[src/rtl/serial_ctrl_bank.sv]
module serial_ctrl_bank #(
  parameter int WORD_W      = 24,
  parameter int NUM_REGS    = 6,
  parameter int ADDR_W      = 3,
  parameter int SYNC_STAGES = 2,
  parameter int DECODE_REG  = 5,
  parameter int BIT_DRIVE   = 3,
  parameter int BIT_EXTRT   = 4,
  parameter int BIT_DIV2    = 5,
  parameter int BIT_OUTEN   = 6
) (
  input  logic                       clk,
  input  logic                       rst_n,
  input  logic                       sclk_i,
  input  logic                       sdata_i,
  input  logic                       sle_i,
  input  logic                       out_en_i,
  input  logic                       lo_sel_i,
  output logic [NUM_REGS*WORD_W-1:0] regs_o,
  output logic                       rf_en_o,
  output logic [1:0]                 lo_mode_o,
  output logic                       lo_ext_o
);

  localparam int TOP = SYNC_STAGES - 1;

  logic [SYNC_STAGES-1:0] sclk_sy, data_sy, le_sy;
  logic                   sclk_q, le_q;
  logic [WORD_W-1:0]      shreg;
  logic [WORD_W-1:0]      regs_q [NUM_REGS];

  wire                sclk_rise = sclk_sy[TOP] & ~sclk_q;
  wire                le_rise   = le_sy[TOP] & ~le_q;
  wire [ADDR_W-1:0]   addr      = shreg[ADDR_W-1:0];

  always_ff @(posedge clk or negedge rst_n) begin
    if (!rst_n) begin
      sclk_sy <= '0;
      data_sy <= '0;
      le_sy   <= '0;
      sclk_q  <= 1'b0;
      le_q    <= 1'b0;
    end else begin
      sclk_sy <= {sclk_sy[SYNC_STAGES-2:0], sclk_i};
      data_sy <= {data_sy[SYNC_STAGES-2:0], sdata_i};
      le_sy   <= {le_sy[SYNC_STAGES-2:0], sle_i};
      sclk_q  <= sclk_sy[TOP];
      le_q    <= le_sy[TOP];
    end
  end

  always_ff @(posedge clk or negedge rst_n) begin
    if (!rst_n)         shreg <= '0;
    else if (sclk_rise) shreg <= {shreg[WORD_W-2:0], data_sy[TOP]};
  end

  for (genvar k = 0; k < NUM_REGS; k++) begin : g_reg
    always_ff @(posedge clk or negedge rst_n) begin
      if (!rst_n)                               regs_q[k] <= '0;
      else if (le_rise && addr == ADDR_W'(k))   regs_q[k] <= shreg;
    end
    assign regs_o[k*WORD_W +: WORD_W] = regs_q[k];
  end

  wire [WORD_W-1:0] dreg = regs_q[DECODE_REG];
  wire lo_out = lo_sel_i | dreg[BIT_DRIVE];

  assign rf_en_o   = out_en_i & dreg[BIT_OUTEN];
  assign lo_ext_o  = dreg[BIT_EXTRT];
  assign lo_mode_o = lo_out            ? {1'b1, dreg[BIT_DIV2]} :
                     dreg[BIT_EXTRT]   ? 2'd0 : 2'd1;

  AST_SHIFT_IN: assert property (@(posedge clk) disable iff (!rst_n)
    sclk_rise |=> shreg[0] == $past(data_sy[TOP]));
  AST_NO_WRITE_IDLE: assert property (@(posedge clk) disable iff (!rst_n)
    !le_rise |=> $stable(regs_o));
  AST_BAD_ADDR_HOLD: assert property (@(posedge clk) disable iff (!rst_n)
    (le_rise && addr >= ADDR_W'(NUM_REGS)) |=> $stable(regs_o));
  AST_RF_GATED: assert property (@(posedge clk) disable iff (!rst_n)
    !out_en_i |-> !rf_en_o);
  AST_LO_OUTPUT: assert property (@(posedge clk) disable iff (!rst_n)
    lo_sel_i |-> lo_mode_o[1]);
  AST_LO_INPUT_ROUTE: assert property (@(posedge clk) disable iff (!rst_n)
    (lo_mode_o == 2'd0) |-> lo_ext_o);

endmodule

[config.mk]
export PLATFORM = sky130hd
export DESIGN_NAME = serial_ctrl_bank
export DESIGN_NICKNAME = d
export VERILOG_FILES = /design/src/rtl/serial_ctrl_bank.sv
export SDC_FILE = /design/constraint.sdc
export NUM_CORES = 1
export LEC_CHECK = 0
export BUFFER_PORTS_ARGS = -buffer_cell sky130_fd_sc_hd__buf_2
export CELL_PAD_IN_SITES_DETAIL_PLACEMENT = 0
export CELL_PAD_IN_SITES_GLOBAL_PLACEMENT = 1
export CORE_MARGIN = 3
export CORE_UTILIZATION = 39
export CTS_BUF_LIST = sky130_fd_sc_hd__clkbuf_4 sky130_fd_sc_hd__clkbuf_8
export CTS_CLUSTER_SIZE = 28
export DETAILED_ROUTE_END_ITERATION = 7
export PLACE_DENSITY = 0.73
export SETUP_SLACK_MARGIN = 0.15
export SLEW_MARGIN = 10
export SYNTH_ARGS = -nofsm -noshare
export SYNTH_HDL_FRONTEND = slang
export SYNTH_SLANG_ARGS = --single-unit
[constraint.sdc]
create_clock -name clk -period 1.9 [get_ports clk]
set_clock_uncertainty 0.15 [all_clocks]
set_input_delay 0.095 -clock clk [delete_from_list [all_inputs] [get_ports clk]]
set_output_delay 0.095 -clock clk [all_outputs]
set_load 0.02 [all_outputs]
# After elaboration in Yosys (flattened, before gate mapping)
# Cells that the tools add are included.
# classes
add_sub_neg	0
n_mul	0
div	0
magnitude_cmp	0
n_eq_ne	5
shift	0
mux	2
bitwise_logic	6
n_reduce_logical	7
# ops
operator	count
equality test 3 x 2 -> 1 bit (second input constant)	2
equality test 3 bit (second input constant)	2
logical AND 1 bit	6
AND 1 bit	3
equality test 3 x 1 -> 1 bit (second input constant)	1
logical NOT 3 bit	1
2-to-1 mux 2 bit	1
NOT 1 bit	2
2-to-1 mux 1 bit	1
OR 1 bit	1
# word_totals
regBits	176
latch_bits	0
mem_bits_rw	0
rom_bits	0
wordCells	32
n_memories	0

# Depth between registers and ports, before layout
# Gate-level depths: netlist of run 1.
# logic_depth
ltp_word	3
depth_mapped	5
mapped_depth_nobuf	3

# Worst setup path before layout of run 1
# OpenSTA, ideal clock, no wires.
# synth_path
path_type	reg-to-reg
from	register le_q
to	register regs_q, in the netlist dreg[16]
setup_time_ps	125
arrival_ps	1471
setup_slack_ps	154
path_stages_with_launch	5
path_buffers	1
path_cell_list	dfrtp_1 nand3b_1 nor3b_2 buf_2 mux2_2
# synth_between
elab_chain_cells	3
# synth_lines
item	line	text
start: declaration	28	logic sclk_q, le_q;
start signal: assignment	48	le_q <= le_sy[TOP];
NOT 1 bit	33	wire le_rise = le_sy[TOP] & ~le_q;
AND 1 bit	33	
logical AND 1 bit	60	else if (le_rise && addr == ADDR_W'(k)) regs_q[k] <= shreg;
end signal: indexed assignment	60	
end: declaration	30	logic [WORD_W-1:0] regs_q [NUM_REGS];
# Every way passes these cells.
# A chain may end at the register's enable or synchronous reset.

# Final worst setup path of run 1
# layout_path
from	register le_q
to	register regs_q, in the netlist regs_o[113]
# Same word-level chain as after synthesis.

==> results of run 1 <==
-- timing repair --
| action | CTS | global route |
|---|---|---|
| hold buffers | 5 | 0 |
| resized for setup | 2 | 21 |
| setup buffers | 2 | 3 |
| pin swaps | 3 | 1 |
| hold endpoints to repair | 179 | 0 |
| setup endpoints to repair | 44 | 77 |
| gates cloned | 0 | 2 |
-- cell type report --
class / count / area [sq um]
clock inverters: 13 / 158
multi-input cells: 182 / 2040
clock buffers: 19 / 262
inverters: 1 / 3.75
fillers: 1347 / 7730
repair buffers: 187 / 1180
well taps: 216 / 270
flip-flops and latches: 176 / 4410
-- cells in the mapped netlist --
cell type	instances	area, sq um
buf_6	2	22.5
nor2_1	3	11.3
buf_2	13	65.1
and2_1	9	56.3
nand3b_1	2	15.0
buf_4	3	22.5
mux2_2	131	1480
nor3b_2	2	25.0
a21oi_1	1	5.00
nor2b_1	4	25.0
mux2_1	2	22.5
nand3_1	1	5.00
or2_2	3	18.8
nand2_1	1	3.75
dfrtp_1	176	4400
mux2_4	17	255
and3b_1	1	8.76
clkbuf_1	3	11.3
inv_1	1	3.75
or3_1	1	6.26
nand2b_1	4	25.0
-- routing by layer --
metal  wire length (microns)  up-vias  GRT usage
met5                       0        -          0
met4                     242        0     0.0566
met3                     917       21     0.0518
met2                    6570      116      0.248
met1                    6690     1969      0.220
li1                        -     1695          -
-- worst min path at each step --
stage,end,slack [ns],cells past startpoint
global placement,regs_o[1],-0.11,1
finish,sclk_sy[0],0.13,2
CTS,sclk_sy[0],0.08,2
global route,sclk_sy[0],0.11,2
floorplan,data_sy[0],-0.35,0
detailed placement,regs_o[0],-0.11,1
-- per-stage QoR --
| stage | worst slack [ns] | power [uW] | utilization |
|---|---|---|---|
| finish | 0.143 | 10600 | 0.519 |
| floorplan | 0.154 | 6780 | - |
| CTS | 0.142 | 10700 | 0.509 |
| detailed placement | 0.0582 | 7960 | 0.479 |
| global route | 0.0812 | 11200 | 0.519 |
| global placement | 0.0652 | 7870 | 0.479 |
-- flip-flops by register name (all words and copies together), names as in the netlist --
signal,count
data_sy,2
dreg,24
le_q,1
le_sy,2
regs_o,120
sclk_q,1
sclk_sy,2
shreg,24
-- worst max-delay path: stages, from the launching register on --
cell and delay (ns):
dfrtp_1 0.41, nand3b_1 0.22, or3_4 0.37, buf_12 0.19
mux2_4 0.30
-- kinds of logic after synthesis --
family | count (synthesis)
AOI/OAI and AO/OA | 1
buffers and inverters | 22
DFF | 176
muxes | 150
and+or+nand+nor | 31
-- report_power, final --
part,switching [uW],internal [uW]
Clock,1330,1370
Combinational,1510,1240
Sequential,647,4520
==> flow_summary.toml, run 1 <==
[layout]
final_cells = 794
layout-drive-gt1-share = 0.645
nets = 572
syn_to_final_growth_pct = 28.4
final_common_cell = "dfrtp_1"
finalInstanceArea_sq_mm = 0.00833
antenna_cells = 0
layout_common_cells = "dfrtp_1, buf_2, mux2_2, mux2_4, clkbuf_8"

[power_and_ir_drop]
p_leak_uw = 0.00454
power_density_mw_per_mm2 = 1280
vdd_ir_drop_max_mv = 0.765

[global_route]
grt_pass1_wl_microns = 22600
grt-ovfl-total = 0
grt_pass1_vias = 4002
grt_max_degree = 41
track_usage = 0.162
antenna_found_initial = 0

[floorplanning]
start_util = 0.404
num_io_pins = 155
die_area_sq_mm = 0.0182
core_region_area_sq_mm = 0.0161
rows = 46
die_y_microns = 135
die_w_microns = 135

[clocking]
clk_latency_ns = 0.46
cts_sinks = 176
path_clk_slew_ns = 0.08
cts_max_level = 4
cts_tree = "built"
cts.path.max_buffers = 2
cts_buffers = 17
root_buffer = "clkbuf_8"

[outcome]
status = "finished, final reports clean"

[synthesis]
syn_nets = 387
yosysWarnings = 0
syn-cell-area_sq_mm = 0.00649
ys_seq_area_frac = 0.679
synth_seq_cells = 176
synth-simple-area-share = 0.0309
synth_top_family_by_area = "multiplexers"
netlist_instances = 380
synthAdderAreaFrac = 0
synth_compound_area_frac = 0.000771
yosys.area_share.xor_xnor = 0
synth_cell_types = 21
synth_mux_area_frac = 0.270
syn_avg_cell_area_sq_um = 17.1

[sta]
worst_pin_slew_ns = 0.406
min_period_ns = 1.76
setup_tns_ns = 0
finalHoldViolCount = 0
rsz0062_at_grt = "yes"
slew_headroom = 0.730
slew_violations = 0
max_freq_ghz = 0.569
timing.hold.ws_ns = 0.129
setup_viol = 0
timing.final.crit_share = 0.925

[place]
gp_congestion = 0.744
dp.cells = 750
io_buffers = 154
dpl-instance-area_sq_mm = 0.00769
dp.final_hpwl_microns = 9730

[route]
drc = 0
ant_nets = 0
drt_iter0_markers = 133
dr.pass1.iters = 4
wl_microns = 14400
routed_via_density = 4.79
vias = 3801
wire_per_inst_microns = 18.2

[critical_path]
cp_max_fo = 21
crit_required_ns = 2.09
reg2reg_from = "le_q"
ff2ff_setup_slack_ns = 0.14
worstSetupEndpointType = "flop"
crit_path_end = "regs_o[113]"
critPathKind = "flop to flop"
reg2reg_depth = 4
start_kind = "flop"
r2r_end = "regs_o[113]"
crit_start = "le_q"
crit_arrival_ns = 1.95

[hold_path]
hp-class = "input port to flop"
holdCritStartpoint = "sclk_i"

[job]
maxCapViolCount = 0
(Power assumes the default switching activity.)
==> run 2, diff against run 1 <==
--- a/config.mk
+++ b/config.mk
@@ -13,7 +13,7 @@
 export CTS_BUF_LIST = sky130_fd_sc_hd__clkbuf_4 sky130_fd_sc_hd__clkbuf_8
 export CTS_CLUSTER_SIZE = 28
 export DETAILED_ROUTE_END_ITERATION = 7
-export PLACE_DENSITY = 0.73
+export PLACE_DENSITY = 0.8
 export SETUP_SLACK_MARGIN = 0.15
 export SLEW_MARGIN = 10
 export SYNTH_ARGS = -nofsm -noshare
==> run 2 against run 1 <==
- combinational power barely moved
- fmax fell by 1.6%
- global-route usage rose by 0.094 points
- sequential cell count did not move
- first-iteration DRC count rose by 13%
- sequential share of layout area rose by 0.46 points
- worst hold slack improved by 0.0089 ns
- register-to-register slack got worse by 0.03 ns
- cell area fell by 0.89%
- critical endpoint is now dreg[6]
- largest power group unchanged
==> flow_summary.toml, run 2 (synthesized netlist as in run 1, its figures left out) <==
[floorplanning]
num_io_pins = 155
core_region_area_sq_mm = 0.0161
die_area_sq_mm = 0.0182
die_y_microns = 135
start_util = 0.404
rows = 46
die_w_microns = 135

[critical_path]
crit_arrival_ns = 1.97
cpMostUsedCell = "buf_4"
cpMaxStageDelayCell = "dfrtp_1"
crit_required_ns = 2.09
start_kind = "flop"
path_buf_inv = 3
critical_path.cell_chain = "nand3b_1 > buf_4 > nor3b_4 > buf_4 > buf_16 > mux2_2"
max_stage_delay_ns = 0.39
cpLargestDelayFamily = "buffers and inverters"
cp_max_fo = 10
crit_start = "le_q"
worstSetupEndpointType = "flop"
critPathKind = "flop to flop"
reg2reg_from = "le_q"

[power_and_ir_drop]
power_density_mw_per_mm2 = 1290
vdd_ir_drop_max_mv = 0.732
p_leak_uw = 0.00451

[sta]
rsz0062_at_grt = "yes"
max_freq_ghz = 0.560
finalHoldViolCount = 0
timing.hold.ws_ns = 0.138
slew_headroom = 0.714
timing.final.crit_share = 0.940
setup_viol = 0
slew_violations = 0
min_period_ns = 1.79
setup_tns_ns = 0
worst_pin_slew_ns = 0.429

[place]
dp.final_hpwl_microns = 9720
dp.cells = 749
gp_congestion = 0.762
dpl-instance-area_sq_mm = 0.00765
io_buffers = 154

[route]
ant_nets = 0
wire_per_inst_microns = 18.0
dr.pass1.iters = 4
drc = 0
vias = 3801
routed_via_density = 4.81
wl_microns = 14200
drt_iter0_markers = 150

[layout]
largest_reg_flops = 120
syn_to_final_growth_pct = 27.2
nets = 568
fin_util = 0.514
layout_common_cells = "dfrtp_1, buf_2, mux2_2, mux2_4, clkbuf_8"
antenna_cells = 0
multi_input_area_sq_mm = 0.00202
fill_cells = 1370
final_cells = 790
finalInstanceArea_sq_mm = 0.00825
final-seq-area_sq_mm = 0.00440
final_common_cell = "dfrtp_1"
layout-drive-gt1-share = 0.639

[global_route]
grt-ovfl-total = 0
grt_max_degree = 57
antenna_found_initial = 0
grt_pass1_wl_microns = 22800
grt_pass1_vias = 4024
track_usage = 0.163

[clocking]
cts_buffers = 17
cts_tree = "built"
clk_latency_ns = 0.45
cts_max_level = 4
cts.path.max_buffers = 2
cts_sinks = 176
path_clk_slew_ns = 0.09
root_buffer = "clkbuf_8"

[outcome]
status = "finished, final reports clean"

[hold_path]
holdCritStartpoint = "sclk_i"
hp-class = "input port to flop"

[job]
maxCapViolCount = 0
[run 2: cell count changes in the layout (fill, tap and decap cells not counted), moves of 2 or more]
cell	before	now
buf_4	15	8
buf_6	4	9
inv_6	3	6
mux2_4	33	30
buf_12	8	6
clkbuf_16	2	0
clkbuf_8	19	17
mux2_1	0	2
[run 2: stage by stage]
stage,setup slack (ns),power [uW]
after floorplan,0.154,6780
after global placement,0.118,7850
after detailed placement,0.0913,7940
after CTS,0.118,10700
after global routing,0.0312,11200
final,0.114,10600
[run 2: path summary, 6_finish.rpt]
| kind | to | slack, ns | cells after the start |
|---|---|---|---|
| hold / removal | sclk_sy[0] | 0.14 | 2 |
| setup / recovery | dreg[6] | 0.11 | 6 |
| setup reg to reg | dreg[6] | 0.11 | 6 |
| hold reg to reg | sclk_sy[1] | 0.21 | 0 |
| min in group asynchronous | regs_o[22] | 0.52 | 3 |
| max in group asynchronous | regs_o[106] | 0.33 | 4 |
[run 2: routing by layer]
metal / global-route usage / wire [microns] / part of all wire
met3: 0.0559 / 954 / 0.067
met2: 0.252 / 6620 / 0.47
met4: 0.0470 / 112 / 0.0079
met5: 0 / 0 / 0
met1: 0.221 / 6530 / 0.46
[run 2: final cells by class]
type                    instances  area share
inverters                       1    0.000455
well taps                     216      0.0327
flip-flops and latches        176       0.534
clock inverters                15      0.0218
multi-input cells             182       0.245
clock buffers                  17      0.0284
repair buffers                183       0.138
[run 2: repair_timing]
action                                  CTS  global route
endpoints found under the setup margin   59           111
hold buffers                              5             0
cloned                                    1             0
gates resized for setup                   5            21
buffers inserted                          3             0
endpoints found under the hold margin   179             0
pin swaps                                 3             1
[run 2: report_power, final]
part / total [uW] / switching [uW] / internal, uW
Sequential: 5160 / 640 / 4520
Clock: 2680 / 1360 / 1320
Combinational: 2770 / 1530 / 1240
Total: 10600 / 3530 / 7080
